File: src/rtl/dds_ldr_pkg.sv
package dds_ldr_pkg;

    localparam int TW_W    = 32;
    localparam int PH_W    = 5;
    localparam int CTL_W   = 8;
    localparam int PAD_W   = CTL_W - PH_W - 1;
    localparam int FRAME_W = TW_W + CTL_W;

    typedef struct packed {
        logic [TW_W-1:0] word;
        logic            mult;
        logic [PH_W-1:0] phase;
    } dds_req_t;

    typedef enum logic [3:0] {
        ST_ENT_SETUP,
        ST_ENT_HI,
        ST_ENT_LO,
        ST_ENT_STB,
        ST_ENT_GAP,
        ST_IDLE,
        ST_BIT_SETUP,
        ST_BIT_HI,
        ST_BIT_LO,
        ST_STB_HI,
        ST_STB_LO
    } seq_state_e;

    function automatic logic [CTL_W-1:0] pack_ctl(input logic mult,
                                                  input logic [PH_W-1:0] ph);
        return {ph, {PAD_W{1'b0}}, mult};
    endfunction

    function automatic logic [FRAME_W-1:0] pack_frame(input dds_req_t r);
        return {pack_ctl(r.mult, r.phase), r.word};
    endfunction

    function automatic logic is_bit_state(input seq_state_e s);
        return (s == ST_BIT_SETUP) || (s == ST_BIT_HI) || (s == ST_BIT_LO);
    endfunction

endpackage

File: src/rtl/dds_ldr_tick.sv
module dds_ldr_tick #(
    parameter int PHASE_CYC = 2
) (
    input  logic clk,
    input  logic rst,
    input  logic run,
    output logic phase_end
);
    generate
        if (PHASE_CYC <= 1) begin : g_single
            assign phase_end = run;
        end else begin : g_count
            localparam int CW = $clog2(PHASE_CYC);
            localparam logic [CW-1:0] LAST = CW'(PHASE_CYC - 1);
            logic [CW-1:0] cnt_q;

            always_ff @(posedge clk) begin
                if (rst || !run || phase_end) begin
                    cnt_q <= '0;
                end else begin
                    cnt_q <= cnt_q + 1'b1;
                end
            end

            assign phase_end = run && (cnt_q == LAST);
        end
    endgenerate
endmodule

File: src/rtl/dds_ldr_shift.sv
module dds_ldr_shift
    import dds_ldr_pkg::*;
(
    input  logic               clk,
    input  logic               rst,
    input  logic               load,
    input  logic [FRAME_W-1:0] load_frame,
    input  logic               advance,
    output logic               ser_bit,
    output logic               last_bit
);
    localparam int BCW = $clog2(FRAME_W);
    localparam logic [BCW-1:0] LAST_IDX = BCW'(FRAME_W - 1);

    logic [FRAME_W-1:0] frame_q;
    logic [BCW-1:0]     idx_q;

    always_ff @(posedge clk) begin
        if (rst) begin
            frame_q <= '0;
            idx_q   <= '0;
        end else if (load) begin
            frame_q <= load_frame;
            idx_q   <= '0;
        end else if (advance) begin
            frame_q <= {1'b0, frame_q[FRAME_W-1:1]};
            idx_q   <= idx_q + 1'b1;
        end
    end

    assign ser_bit  = frame_q[0];
    assign last_bit = (idx_q == LAST_IDX);
endmodule

File: src/rtl/dds_ldr_seq.sv
module dds_ldr_seq
    import dds_ldr_pkg::*;
(
    input  logic clk,
    input  logic rst,
    input  logic req_valid,
    input  logic phase_end,
    input  logic last_bit,
    input  logic ser_bit,
    output logic run,
    output logic ready,
    output logic load,
    output logic advance,
    output logic dds_data,
    output logic dds_wclk,
    output logic dds_fqud
);
    seq_state_e state_q, state_d;

    always_ff @(posedge clk) begin
        if (rst) begin
            state_q <= ST_ENT_SETUP;
        end else begin
            state_q <= state_d;
        end
    end

    always_comb begin
        state_d = state_q;
        load    = 1'b0;
        advance = 1'b0;
        unique case (state_q)
            ST_ENT_SETUP: if (phase_end) state_d = ST_ENT_HI;
            ST_ENT_HI:    if (phase_end) state_d = ST_ENT_LO;
            ST_ENT_LO:    if (phase_end) state_d = ST_ENT_STB;
            ST_ENT_STB:   if (phase_end) state_d = ST_ENT_GAP;
            ST_ENT_GAP:   if (phase_end) state_d = ST_IDLE;
            ST_IDLE: begin
                if (req_valid) begin
                    load    = 1'b1;
                    state_d = ST_BIT_SETUP;
                end
            end
            ST_BIT_SETUP: if (phase_end) state_d = ST_BIT_HI;
            ST_BIT_HI:    if (phase_end) state_d = ST_BIT_LO;
            ST_BIT_LO: begin
                if (phase_end) begin
                    if (last_bit) begin
                        state_d = ST_STB_HI;
                    end else begin
                        advance = 1'b1;
                        state_d = ST_BIT_SETUP;
                    end
                end
            end
            ST_STB_HI:    if (phase_end) state_d = ST_STB_LO;
            ST_STB_LO:    if (phase_end) state_d = ST_IDLE;
            default:      state_d = ST_ENT_SETUP;
        endcase
    end

    assign run      = (state_q != ST_IDLE);
    assign ready    = (state_q == ST_IDLE);
    assign dds_wclk = (state_q == ST_ENT_HI) || (state_q == ST_BIT_HI);
    assign dds_fqud = (state_q == ST_ENT_STB) || (state_q == ST_STB_HI);
    assign dds_data = is_bit_state(state_q) ? ser_bit : 1'b0;
endmodule

File: src/rtl/dds_serial_loader.sv
module dds_serial_loader
    import dds_ldr_pkg::*;
#(
    parameter int PHASE_CYC = 2
) (
    input  logic            clk,
    input  logic            rst,
    input  logic            req_valid,
    output logic            req_ready,
    input  logic [TW_W-1:0] req_word,
    input  logic            req_mult,
    input  logic [PH_W-1:0] req_phase,
    output logic            dds_data,
    output logic            dds_wclk,
    output logic            dds_fqud
);
    dds_req_t           req;
    logic [FRAME_W-1:0] frame;
    logic               run, phase_end, load, advance, ser_bit, last_bit;

    assign req.word  = req_word;
    assign req.mult  = req_mult;
    assign req.phase = req_phase;
    assign frame     = pack_frame(req);

    dds_ldr_tick #(.PHASE_CYC(PHASE_CYC)) u_tick (
        .clk       (clk),
        .rst       (rst),
        .run       (run),
        .phase_end (phase_end)
    );

    dds_ldr_shift u_shift (
        .clk        (clk),
        .rst        (rst),
        .load       (load),
        .load_frame (frame),
        .advance    (advance),
        .ser_bit    (ser_bit),
        .last_bit   (last_bit)
    );

    dds_ldr_seq u_seq (
        .clk       (clk),
        .rst       (rst),
        .req_valid (req_valid),
        .phase_end (phase_end),
        .last_bit  (last_bit),
        .ser_bit   (ser_bit),
        .run       (run),
        .ready     (req_ready),
        .load      (load),
        .advance   (advance),
        .dds_data  (dds_data),
        .dds_wclk  (dds_wclk),
        .dds_fqud  (dds_fqud)
    );
endmodule

File: config.mk
export PLATFORM = sky130hd
export DESIGN_NAME = dds_serial_loader
export DESIGN_NICKNAME = d
export VERILOG_FILES = /design/src/rtl/dds_ldr_pkg.sv /design/src/rtl/dds_ldr_tick.sv /design/src/rtl/dds_ldr_shift.sv /design/src/rtl/dds_ldr_seq.sv /design/src/rtl/dds_serial_loader.sv
export SDC_FILE = /design/constraint.sdc
export NUM_CORES = 1
export LEC_CHECK = 0
export ABC_AREA = 1
export BUFFER_PORTS_ARGS = -buffer_cell sky130_fd_sc_hd__buf_2
export CAP_MARGIN = 15
export CORE_ASPECT_RATIO = 0.75
export CORE_MARGIN = 1.5
export CORE_UTILIZATION = 40
export DETAILED_ROUTE_END_ITERATION = 16
export GPL_TIMING_DRIVEN = 1
export PLACE_DENSITY = 0.71
export SKIP_LAST_GASP = 1
export SLEW_MARGIN = 10
export SYNTH_ARGS = -nofsm -noshare
export SYNTH_HDL_FRONTEND = slang
export SYNTH_SLANG_ARGS = --single-unit
File: constraint.sdc
create_clock -name clk -period 1.7 [get_ports clk]
set_input_delay 0.34 -clock clk [delete_from_list [all_inputs] [get_ports clk]]
set_output_delay 0.34 -clock clk [all_outputs]
set_load 0.01 [all_outputs]
* Yosys cells after proc, flatten, opt, wreduce, memory -nomap -nowiden
Cells that the tools add are included.
Storage, ports and cells: bits in registers 51, output and inout bits 4, logic and storage cells 62
Cells by class: $add $sub $neg 2, equal/unequal tests 22, multiplexer cells 20, reductions and logical operators 13
Operator list (count):
- two-way mux 40 bit | 2
- two-way mux 4 bit | 11
- one-hot mux 4 bit (10 select lines) | 1
- inequality test 2 bit (second input constant) | 9
- == test 4 x 3 -> 1 bit (second input constant) | 4
- == test 4 bit (second input constant) | 3
- AND reduction 10 bit | 1
- == test 4 x 2 -> 1 bit (second input constant) | 2
- adder 6 x 1 -> 6 bit (second input constant) | 1
- == test 6 bit (second input constant) | 1
- logical OR 1 bit | 6
- two-way mux 1 bit | 6
- == test 4 x 1 -> 1 bit (second input constant) | 1
- logical NOT 4 bit | 1
- inequality test 4 x 3 -> 1 bit (second input constant) | 1
- OR reduction 2 bit | 2
- inequality test 2 x 1 -> 1 bit (second input constant) | 1
- nonzero test 2 bit | 1
- adder 1 bit (second input constant) | 1
- logical AND 1 bit | 1
- logical NOT 1 bit | 1

* Logic depth before layout (Yosys ltp)
Gate-level depths: netlist of run 1.
depth in word-level cells 6, depth in mapped cells 11, depth with buffers taken out 9

* Hierarchy
Synthesis of run 1 repeated with hierarchy kept, for this count alone.
Unflattened totals: cells, all modules 359, area, all modules 2508.7 sq um
Modules (own cells, without submodules):
- dds_ldr_shift | instances 1, cells an instance 275, area each 2040.7 sq um, sequential area each 920.9 sq um
- dds_ldr_seq | instances 1, cells an instance 77, area each 422.9 sq um, sequential area each 80.1 sq um
- dds_ldr_tick | instances 1, cells an instance 6, area each 41.3 sq um, sequential area each 20.0 sq um
- dds_serial_loader | instances 1, cells an instance 1, area each 3.8 sq um, sequential area each 0.0 sq um

* Worst setup path before layout of run 1
No wires, ideal clock.
path type reg-to-reg, start register u_shift.idx_q[0], end register u_shift.frame_q[15], setup time 70 ps, arrival 1414 ps, required time 1630 ps, path slack 216 ps, stages on the path, launching flop included 10, buffers on the path 2, period minus slack after synthesis 1484 ps, cells stage by stage dfxtp_1 > ha_1 > nand3_1 > nor2_1 > nor2_4 > nand2_2 > buf_6 > buf_4 > nand3_1 > a21oi_1
On the way: longest elaborated chain between the ends 5
Ends and longest elaborated chain:
- start, declared | RTL line dds_ldr_shift.sv:16 | logic [BCW-1:0] idx_q;
- start signal, assigned | RTL line dds_ldr_shift.sv:27 | idx_q <= idx_q + 1'b1;
- == test 6 bit | RTL line dds_ldr_shift.sv:32 | assign last_bit = (idx_q == LAST_IDX);
- two-way mux 1 bit | RTL line dds_ldr_seq.sv:48 | if (last_bit) begin
- two-way mux 1 bit | RTL line dds_ldr_seq.sv:47 | if (phase_end) begin
- two-way mux 1 bit | RTL line dds_ldr_seq.sv:32 | unique case (state_q)
- nonzero test 2 bit (no line)
- end signal, assigned | RTL line dds_ldr_shift.sv:23 | frame_q <= load_frame;
- end signal, assigned | RTL line dds_ldr_shift.sv:26 | frame_q <= {1'b0, frame_q[FRAME_W-1:1]};
- end, declared | RTL line dds_ldr_shift.sv:15 | logic [FRAME_W-1:0] frame_q;
Every way passes these cells. A chain may end at the register's enable or synchronous reset.

* Final worst setup path of run 1
start register u_shift.idx_q[1], end register u_shift.frame_q[2]
Same word-level chain as after synthesis.

==> results of run 1 <==
## metrics by stage
| step | worst slack [ps] | cell area (sq um) | utilization [%] | power (W) |
|---|---|---|---|---|
| global route | -26.7 | 3170 | 49.6 | 0.00230 |
| detailed placement | 15.4 | 2960 | 46.4 | 0.00137 |
| finish | 75.3 | 3170 | 49.6 | 0.00221 |
| global placement | 170 | 2960 | 46.4 | 0.00137 |
| floorplan | 216 | 2670 | - | 0.00130 |
| CTS | 0.486 | 3080 | 48.2 | 0.00223 |
## sequential cells by signal, summed over array words and instances, names as in the netlist
register	cells
u_seq.state_q	4
u_shift.frame_q	40
u_shift.idx_q	6
u_tick.g_count.cnt_q	1
## layout by cell type, fill, tap and decap left out, drive strengths merged, types with 2 or more instances in the layout
master,instances
a21oi,52
buf,56
clkbuf,6
clkinv,2
dfxtp,51
inv,51
nand2,120
nand3,78
nand3b,2
nor2,11
nor3,2
o21ai,7
xor2,4
## routing by layer
layer | wire [um] | GRT usage, % | share of wire [%] | vias up
met2 | 2930 | 29.1 | 44 | 68
met3 | 356 | 4.09 | 5.4 | 10
li1 | - | - | - | 1368
met4 | 95 | 6.35 | 1.4 | 0
met1 | 3240 | 24.0 | 49 | 1197
met5 | 0 | 0 | 0 | -
## worst paths after layout
| kind | end | slack [ps] | depth (start not counted) |
|---|---|---|---|
| worst max-delay path | u_shift.frame_q[2] | 80 | 9 |
| worst min-delay path | u_shift.frame_q[39] | 310 | 3 |
| worst max register to register | u_shift.frame_q[2] | 80 | 9 |
| worst min register to register | u_tick.g_count.cnt_q | 460 | 1 |
## where the power goes
| part | switching [W] | total (W) | internal (W) |
|---|---|---|---|
| Clock | 0.000433 | 0.000872 | 0.000439 |
| Combinational | 0.0000793 | 0.000133 | 0.0000540 |
| Sequential | 0.00000674 | 0.00121 | 0.00120 |
| Total | 0.000519 | 0.00221 | 0.00169 |
## cells by family after synthesis
family,count (synthesis)
adder cells (fa/ha/maj),1
flip-flops,51
AND/OR/NAND/NOR,213
buffers and inverters,75
XOR/XNOR,4
AO/OA/AOI/OAI,60
## tightest hold or removal path, stage by stage
cell and delay (ps):
buf_2 100, nand2_1 70, a21oi_1 60
## area by class of cell
cell class | count | area share [%]
clock buffer | 5 | 2.17
clock inverter | 3 | 1.38
inverter | 51 | 6.13
multi-input combinational | 278 | 42.7
sequential | 51 | 32.4
tap | 81 | 3.20
timing repair buffer | 57 | 12.0
## timing repair
| item | 4_1_cts | 5_1_grt |
|---|---|---|
| gates cloned | 0 | 1 |
| gates resized for setup | 2 | 14 |
| pin swaps | 0 | 2 |
| buffers inserted | 0 | 2 |
| endpoints found under the setup margin | 2 | 50 |
==> flow_metrics.py, run 1 <==
metrics = {
    "drt": {
        "totalWireLength_mm": 6.61,
        "initialDrtViolationCount": 165,
        "post_drt_via_cell_ratio": 5.02,
        "detail_route.drc_violations": 0,
        "wire_per_inst_um": 12.6,
        "via_count": 2643,
        "drt_first_pass_iters": 4,
        "postRouteAntennaNets": 0,
    },
    "layout": {
        "stdcell_count": 526,
        "multiInputGateArea_sq_um": 1350,
        "fill_cells": 652,
        "final_nets": 486,
        "drive_gt1_share_pct": 18.9,
        "storage_cell_area_sq_um": 1020,
        "area_delta_synth_final_pct": 18.8,
        "n_antenna_cell": 0,
    },
    "synthesis": {
        "ys.flop_type": "dfxtp_1",
        "synthesis.yosys.warnings": 0,
        "synth-xor-area-share_pct": 1.31,
        "share_of_the_synthesized_area_in_compound_gates_ao_oa_aoi_oai_pct": 11.4,
        "synth.top_cells.by_count": "nand2_1, nand3_1, a21oi_1, dfxtp_1, inv_1",
        "netlist_area_sq_um": 2670,
        "synth_fa_ha_area_share_pct": 0.469,
        "count_leader_synth": "nand2_1",
        "fraction_of_registers_with_async_set_reset_pct": 0,
        "yosys.area.top_type": "dfxtp_1",
        "post_synth_and_or_nand_nor_area_fraction_pct": 36.1,
        "syn_area_per_cell_sq_um": 6.60,
        "synthDominantCellAreaShare_pct": 38.3,
        "count_of_flip_flops_with_a_built_in_enable_after_synthesis": 0,
        "synthMuxAreaShare_pct": 0,
        "post_synth_main_area_contributors": "dfxtp_1, nand2_1, nand3_1, a21oi_1, inv_1",
        "main_combinational_cell_family_by_area_after_synthesis": "simple AND/OR/NAND/NOR gates",
        "number_of_synthesized_register_bits": 51,
        "post_synth_inst_count": 404,
        "ys_seq_area_share_pct": 38.3,
        "synth_cell_types": 23,
        "mappedNetlistNets": 446,
    },
    "die": {
        "placeableCoreArea_sq_um": 6380,
        "die_y_um": 73.7,
        "dieArea_sq_um": 7170,
        "top_level_ports": 45,
        "starting_density_of_the_core_pct": 41.8,
        "floorplan_row_count": 25,
        "dieWidth_um": 97.3,
    },
    "placement": {
        "io_buffer_count": 44,
        "dpl.cell_count": 515,
        "place_congestion": 0.859,
        "hpwl_mm": 4.24,
    },
    "run_status": {
        "status": "finished, final reports clean",
    },
    "sta": {
        "clock.fmax_mhz": 616,
        "rsz0062_at_grt": "true",
        "post-route-min-period_ps": 1620,
        "fin_crit_sh_pct": 95.6,
        "clock-skew-final_ps": 8.62,
        "timing.final.hold_violations": 0,
        "worst-slew-pin-transition_ps": 439,
        "fin_worst_hold_slack_ps": 307,
        "report.final.setup_viol": 0,
        "final_max_slew_viol_count": 0,
        "final.setup.tns_ps": 0,
        "worst_slew_margin_rel_pct": 70.8,
    },
    "worst_setup_path": {
        "worst-endpoint-required_ps": 1910,
        "critPathMostFrequentCell": "nor2_4",
        "crit_path_launch_type": "register",
        "crit-reg2reg-launch": "u_shift.idx_q[1]",
        "crit_chain": "ha_4, nand3_2, nor2_4, nor2_4, nand2_2, buf_12, nand2_1, o21ai_0, nor2_1",
        "cp_max_fo": 15,
        "end_kind": "register",
        "startpoint": "u_shift.idx_q[1]",
        "cp_top_family": "simple AND/OR/NAND/NOR gates",
        "critical_path.max_stage_delay_ps": 410,
        "timing.critical_path.buf_inv": 1,
        "worst-setup-path-type": "reg2reg",
        "slowest_stage": "dfxtp_1",
        "crit_arrival_ps": 1840,
    },
    "grt": {
        "number_of_global_route_vias_before_repair": 2334,
        "antenna_found_initial": 0,
        "grt_pass1_wl_mm": 10.5,
        "pin_count_of_the_biggest_net_entering_global_routing": 42,
        "grt_use_total_pct": 18.0,
        "grt.overflow.total": 0,
    },
    "power": {
        "cellPowerDensity_nw_per_um2": 699,
        "leakage_nw": 1.39,
        "vdd_drop_max_uv": 478,
    },
    "clocking": {
        "clock_sinks": 51,
        "cts.clk_slew.worst_paths_ps": 100,
        "cts.path.max_buffers": 2,
        "ctsHoldBuffers": 0,
        "tritoncts.num_buffers": 5,
        "cts_tree": "done",
        "clock_insertion_delay_worst_skew_ps": 310,
        "max_h_tree_level": 2,
        "cts_root_buffer": "clkbuf_8",
    },
    "min_path": {
        "hold_class": "in2reg",
        "holdCritStartpoint": "req_phase[4]",
    },
    "job": {
        "number_of_violations_of_the_max_capacitance_limit": 0,
    },
}
Note: power is estimated with default switching activity, not from simulation.
==> run 2, diff against run 1 <==
Settings changed: MAX_ROUTING_LAYER set to met4, PLACE_DENSITY 0.71 to 0.73.
Clock period 1.7 ns to 1.3 ns, I/O delays scaled along.
==> run 2 against run 1 <==
The run now ends with setup timing left; first-iteration DRC count increased by 30%; non-clock buffer count increased by 39; sequential share of layout area is 5.2 points lower; critical path depth unchanged; utilization grew 10 points; combinational power grew 75%; count of clock-buffer cells in the layout did not move.
==> flow_metrics.py, run 2 (synthesis gave the netlist of run 1 again) <==
metrics = {
    "run_status": {
        "status": "finished, violations left",
        "violations": "setup timing",
    },
    "layout": {
        "fill_cells": 596,
        "n_antenna_cell": 0,
        "biggestRegsByFlops": "u_shift.frame_q x40, u_shift.idx_q x6, u_seq.state_q x4",
        "area_delta_synth_final_pct": 43.1,
        "largest_register_ff_count": 40,
        "mostFrequentLayoutCells": "nand2_1, nand3_1, dfxtp_1, buf_2, inv_1",
        "drive_gt1_share_pct": 33.9,
        "largest-register": "u_shift.frame_q",
        "final_nets": 525,
        "stdcell_count": 565,
        "mostFrequentLayoutCell": "nand2_1",
    },
    "die": {
        "starting_density_of_the_core_pct": 41.8,
        "floorplan_row_count": 25,
        "die_y_um": 73.7,
        "top_level_ports": 45,
        "dieWidth_um": 97.3,
        "dieArea_sq_um": 7170,
        "placeableCoreArea_sq_um": 6380,
    },
    "placement": {
        "dpl.cell_count": 538,
        "place_congestion": 0.861,
        "hpwl_mm": 4.54,
        "io_buffer_count": 44,
    },
    "grt": {
        "gr-max-usage-layer": "met2",
        "number_of_global_route_vias_before_repair": 2557,
        "groute.layer.met3.usage_pct": 2.85,
        "grt_use_total_pct": 20.7,
        "grt.overflow.total": 0,
        "met1_usage_pct": 27.5,
        "pin_count_of_the_biggest_net_entering_global_routing": 26,
        "gr-usage-met2_pct": 33.5,
        "grt_pass1_wl_mm": 11.7,
        "antenna_found_initial": 0,
    },
    "clocking": {
        "max_h_tree_level": 2,
        "ctsHoldBuffers": 0,
        "cts.clk_slew.worst_paths_ps": 100,
        "cts_tree": "done",
        "tritoncts.num_buffers": 5,
        "clock_sinks": 51,
        "clock_insertion_delay_worst_skew_ps": 320,
        "cts.path.max_buffers": 2,
        "cts_root_buffer": "clkbuf_8",
    },
    "sta": {
        "timing.final.hold_violations": 0,
        "report.final.setup_viol": 54,
        "worst_slew_margin_rel_pct": 77.2,
        "clock.fmax_mhz": 637,
        "clock-skew-final_ps": 13.1,
        "final.setup.tns_ps": -7450,
        "fin_crit_sh_pct": 121,
        "worst-slew-pin-transition_ps": 339,
        "rsz0062_at_grt": "true",
        "post-route-min-period_ps": 1570,
        "setup_slack_ps": -271,
        "final_max_slew_viol_count": 0,
    },
    "power": {
        "vdd_drop_max_uv": 381,
        "leakage_nw": 1.68,
        "cellPowerDensity_nw_per_um2": 725,
    },
    "worst_setup_path": {
        "worst-endpoint-required_ps": 1500,
        "slowest_stage": "dfxtp_2",
        "timing.critical_path.buf_inv": 1,
        "worst-setup-path-type": "reg2reg",
        "crit_chain": "ha_4, nand3_4, nor2_4, nor2_4, buf_6, nand2_8, nand2_1, o21ai_0, nor2_1",
        "crit_path_launch_type": "register",
        "cp_top_family": "simple AND/OR/NAND/NOR gates",
        "critical_path.max_stage_delay_ps": 370,
        "end_kind": "register",
        "crit_arrival_ps": 1770,
        "cp_max_fo": 10,
        "critPathMostFrequentCell": "nor2_4",
        "timing.reg2reg.setup_slack_ps": -270,
    },
    "job": {
        "number_of_violations_of_the_max_capacitance_limit": 0,
    },
    "drt": {
        "postRouteAntennaNets": 0,
        "post_drt_via_cell_ratio": 5.04,
        "via_count": 2849,
        "initialDrtViolationCount": 215,
        "detail_route.drc_violations": 0,
        "totalWireLength_mm": 7.65,
        "wire_per_inst_um": 13.5,
        "drt_first_pass_iters": 4,
    },
    "min_path": {
        "hold_class": "in2reg",
    },
}
## run 2: per-stage QoR
stage | hold WS (ps) | power [W] | util (%) | cell area (sq um) | setup WS [ps]
floorplan | 401 | 0.00170 | - | 2740 | -61.5
global placement | 408 | 0.00180 | 50.3 | 3210 | -78.1
detailed placement | 415 | 0.00181 | 50.3 | 3210 | -105
CTS | 221 | 0.00277 | 56.6 | 3610 | -185
global route | 236 | 0.00286 | 59.7 | 3810 | -376
finish | 224 | 0.00276 | 59.7 | 3810 | -271
## run 2: worst paths after layout
path,start,endpoint,depth (start not counted)
hold reg to reg,u_tick.g_count.cnt_q,u_tick.g_count.cnt_q,1
setup reg to reg,u_shift.idx_q[1],u_shift.frame_q[1],9
setup / recovery,u_shift.idx_q[1],u_shift.frame_q[1],9
hold / removal,req_phase[4],u_shift.frame_q[39],3
## run 2: timing repair
item,CTS,global route
buffers inserted,11,2
endpoints found under the setup margin,54,54
gates resized for setup,55,27
gates cloned,3,4
pin swaps,13,9
## run 2: report_power, final
| group | total (W) | switching [W] | leakage (nW) | internal [W] |
|---|---|---|---|---|
| sequential | 0.00157 | 0.00000976 | 0.415 | 0.00156 |
| clock | 0.000956 | 0.000570 | 0.0443 | 0.000386 |
| combinational | 0.000233 | 0.000131 | 1.22 | 0.000103 |
## run 2: layout make-up
cell class / instances / area [sq um] / area share, %
multi-input cells: 278 / 1520 / 39.7
flip-flops and latches: 51 / 1040 / 27.2
repair buffers: 96 / 852 / 22.3
inverters: 51 / 214 / 5.61
well taps: 81 / 101 / 2.66
clock buffers: 5 / 68.8 / 1.81
clock inverters: 3 / 25.0 / 0.656
## run 2: worst register-to-register path, cell delays in order (launching register included)
cell and delay [ps]:
dfxtp_2 370, ha_4 150, nand3_4 70, nor2_4 120
nor2_4 50, buf_6 130, nand2_8 130, nand2_1 100
o21ai_0 240, nor2_1 90
## run 2: layer usage
layer	part of all wire, %	vias to the layer above	wire (um)
li1	-	1451	-
met1	46	1301	3540
met2	47	86	3610
met3	5.3	11	403
met4	1.3	0	96
met5	0	-	0
